[src/rtl/flag_reg.sv]
module flag_reg (
  input  logic       clk,
  input  logic       rst_n,
  input  logic [2:0] op,
  input  logic [7:0] byte_in,
  input  logic [5:0] alu_flags,
  input  logic [5:0] alu_we,
  output logic [6:0] flags_o,
  output logic [7:0] status_byte
);
  localparam logic [2:0] OP_NOP   = 3'd0;
  localparam logic [2:0] OP_CLR_C = 3'd1;
  localparam logic [2:0] OP_SET_C = 3'd2;
  localparam logic [2:0] OP_INV_C = 3'd3;
  localparam logic [2:0] OP_CLR_I = 3'd4;
  localparam logic [2:0] OP_SET_I = 3'd5;
  localparam logic [2:0] OP_LOAD  = 3'd6;
  localparam logic [2:0] OP_STORE = 3'd7;

  localparam int CF = 0, PF = 1, AF = 2, ZF = 3, SF = 4, IE = 6;

  logic [6:0] flg, nxt;

  always_comb begin
    nxt = flg;
    for (int i = 0; i < 6; i++)
      if (alu_we[i]) nxt[i] = alu_flags[i];
    case (op)
      OP_CLR_C: nxt[CF] = 1'b0;
      OP_SET_C: nxt[CF] = 1'b1;
      OP_INV_C: nxt[CF] = ~flg[CF];
      OP_CLR_I: nxt[IE] = 1'b0;
      OP_SET_I: nxt[IE] = 1'b1;
      OP_STORE: begin
        nxt[CF] = byte_in[0];
        nxt[PF] = byte_in[2];
        nxt[AF] = byte_in[4];
        nxt[ZF] = byte_in[6];
        nxt[SF] = byte_in[7];
      end
      OP_NOP, OP_LOAD: ;
      default: ;
    endcase
  end

  always_ff @(posedge clk or negedge rst_n)
    if (!rst_n) flg <= '0;
    else        flg <= nxt;

  assign flags_o     = flg;
  assign status_byte = {flg[SF], flg[ZF], 1'b0, flg[AF], 1'b0, flg[PF], 1'b1, flg[CF]};
endmodule

[config.mk]
export PLATFORM = sky130hd
export DESIGN_NAME = flag_reg
export DESIGN_NICKNAME = d
export VERILOG_FILES = /design/src/rtl/flag_reg.sv
export SDC_FILE = /design/constraint.sdc
export NUM_CORES = 1
export LEC_CHECK = 0
export BUFFER_PORTS_ARGS = -buffer_cell sky130_fd_sc_hd__buf_2
export CAP_MARGIN = 10
export CORE_MARGIN = 2
export CORE_UTILIZATION = 25
export CTS_BUF_LIST = sky130_fd_sc_hd__clkbuf_4
export DETAILED_ROUTE_END_ITERATION = 8
export PLACE_DENSITY_LB_ADDON = 0.25
export SLEW_MARGIN = 15
export SYNTH_ARGS = -nofsm -noshare
export SYNTH_HDL_FRONTEND = slang
export SYNTH_SLANG_ARGS = --single-unit
[constraint.sdc]
create_clock -name clk -period 2.1 [get_ports clk]
set_input_delay 0.21 -clock clk [delete_from_list [all_inputs] [get_ports clk]]
set_output_delay 0.21 -clock clk [all_outputs]
set_load 0.02 [all_outputs]
==> impl_metrics.csv <==
group,metric,value,unit
yosys,synth.area.top_cells,"dfrtp_1 39%, buf_4 13%, mux2i_1 8.8%, o21ai_2 7.7%, nand2_2 5.5%",
pwr,intPower,0.000292,W
critical_path,startpoint_type,"flop",
yosys,synth_edf_count,0,
routing,drt-wirelength-per-cell,9.18,um
pwr,p_comb_share,31.2,%
yosys,syn_inst,45,
critical_path,worst-path-buf-inv,1,
cts,cts.sinks,7,
cts,numCtsBuffers,3,
placement,numPlacedInstances,95,
timing,setup_slack,1.07,ns
yosys,synth_top_area_share,38.6,%
placement,routabilityCongestion,0.579,
die,design.die.area,2170,um2
cts,worstSkewPairLatency,0.24,ns
cts,cts_tree,"done",
critical_path,worstSetupEndpointType,"primary output",
routing,route.detailed.drc,0,
timing,skew,0,ns
timing,finalSetupViolations,0,
finish,area_growth,37.2,%
job,drv_cap,0,
pwr,power_density,688,nW/um2
yosys,synth.most_common_cell,"buf_4",
timing,max_freq,973,MHz
routing,via_per_inst,4.03,
die,row_count,15,
critical_path,slowest_stage,"dfrtp_1",
placement,dp_slack,1.07,ns
yosys,syn_area_per_cell,10.1,um2
global_routing,grt_pass1_wl,1320,um
global_routing,grt_usage,8.63,%
worst_hold_path,hold_path_class,"primary input to flop",
die,start_util,26.3,%
finish,nets,101,
timing,rsz0062_at_grt,"no",
global_routing,grt_overflow,0,
global_routing,first_global_vias,344,
pwr,ir_worst_vdd,0.000271,V
die,core,1730,um2
pwr,p_seq_share,38.0,%
routing,routed_wl,918,um
finish,nFillCells,203,
pwr,switchingPower,0.000137,W
yosys,ys_ff_latch,7,
critical_path,crit_type,"flop to primary output",
yosys,yosys_warnings,0,
routing,drt_iter0_markers,2,
global_routing,grt_max_degree,9,
pwr,sw_frac_of_total,31.9,%
cts,cts_htree_levels,1,
cts,ctsRootBufferMaster,"clkbuf_4",
die,fp.dieW,46.6,um
die,ios,40,
placement,post-dp-hpwl,789,um
routing,via_count,403,
placement,io_buffer_count,33,
yosys,synthTopCellsByCount,"8 x buf_4, 7 x dfrtp_1, 4 x mux2i_1, 4 x nand2_2, 4 x o21ai_2",
routing,detail_route.first_pass.iterations,2,
timing,finalHoldViolations,0,
routing,ant_nets,0,
finish,antenna_cells,0,
outcome,status,"complete, no violations",
yosys,yosysSeqAreaShare,38.6,%
critical_path,critPathMaxFanout,4,
cts,post_cts_buffers,0,
cts,clk_pin_slew,0.05,ns
critical_path,cp.arrival,0.82,ns
finish,area.sequential,175,um2
critical_path,worst-endpoint-required,1.89,ns
cts,cts.path.max_buffers,2,
timing,slew_viol_final,0,
finish,multi_input_area,208,um2
yosys,ys.flop_type,"dfrtp_1",
critical_path,crit_family,"flip-flops",
yosys,async_flop_share,100,%
finish,drive_gt1_share,61.3,%
die,die_h,46.6,um
yosys,synth_area,454,um2
timing,tns,0,ns
global_routing,antenna_found_initial,0,
finish,utilization,36.1,%
timing,holdWs,0.163,ns
critical_path,max_stage_delay,0.40,ns
pwr,p_clk_share,30.8,%
yosys,ys_types,20,
yosys,yosysTopAreaCell,"dfrtp_1",
critical_path,crit_chain,"buf_2",
pwr,power_leakage,0.333,nW
finish,largest_reg_flops,7,
finish,fin_cells,100,
timing,finalCritPeriodShare,48.9,%
timing,period_minus_slack,1.03,ns
-- metrics by stage --
step                      cell area, um2  power [W]
after floorplan                      458   0.000263
after global placement               583   0.000298
after detailed placement             583   0.000300
after CTS                            623   0.000439
after global routing                 623   0.000457
final                                623   0.000429
-- worst min-delay path, stage by stage --
cell	delay, ns
buf_2	0.08
nand2_2	0.04
o21ai_2	0.04
-- cell type report --
| class | count | share of cell area, % |
|---|---|---|
| clock buffers | 4 | 4.82 |
| well taps | 25 | 5.02 |
| multi-input cells | 29 | 33.3 |
| inverters | 1 | 0.602 |
| repair buffers | 34 | 28.1 |
| flip-flops and latches | 7 | 28.1 |
-- power groups by stage --
| stage | Combinational, W | Sequential (W) | Clock, W |
|---|---|---|---|
| 2_1_floorplan | 0.0000764 | 0.000187 | 0 |
| 5_1_grt | 0.000147 | 0.000165 | 0.000145 |
| 6_report | 0.000134 | 0.000163 | 0.000132 |
| 3_5_place_dp | 0.000135 | 0.000165 | 0 |
| 4_1_cts | 0.000136 | 0.000163 | 0.000139 |
| 3_3_place_gp | 0.000134 | 0.000164 | 0 |
-- routing by layer --
metal  track usage [%]  wire, um
met3              1.96       114
met5                 0         0
met1              10.2       388
met4              6.67        14
met2              13.3       399
-- logic make-up (layout without fill, tap and decap cells) --
kind of cell | after synthesis | after routing | synth area share [%]
AOI/OAI and AO/OA | 8 | 8 | 14.0
buffers and inverters | 10 | 39 | 16.5
DFF | 7 | 7 | 38.6
muxes | 6 | 6 | 13.8
other | 2 | 3 | 1.65
and+or+nand+nor | 12 | 12 | 15.4
-- path summary, 6_finish.rpt --
check,start,endpoint,slack (ns),cells after the start
max,flags_o[0],status_byte[0],1.07,1
min,byte_in[2],flags_o[1],0.16,3
max reg2reg,flags_o[0],flags_o[0],1.29,3
min reg2reg,flags_o[6],flags_o[6],0.50,1
max in group asynchronous,rst_n,flags_o[2],1.62,2
min in group asynchronous,rst_n,flags_o[3],0.33,2
-- layout by cell type, fill, tap and decap left out, drive strengths merged --
master,synthesis,routed
a21oi,1,1
o21ai,5,5
conb,2,3
dlygate4sd3,0,1
nand2,6,6
mux2i,4,4
nor2,1,1
inv,1,1
dfrtp,7,7
and3,1,1
o32ai,1,1
nand4b,1,1
nor2b,1,1
clkbuf,0,4
o211a,1,1
mux2,2,2
buf,9,33
nand2b,2,2
-- repair_timing --
item / 4_1_cts / 5_1_grt
hold endpoints to repair: 7 / 0
gates resized for setup: 0 / 0
setup endpoints to repair: 0 / 0
hold buffers: 1 / 0
Power figures use the tool's default switching activity.
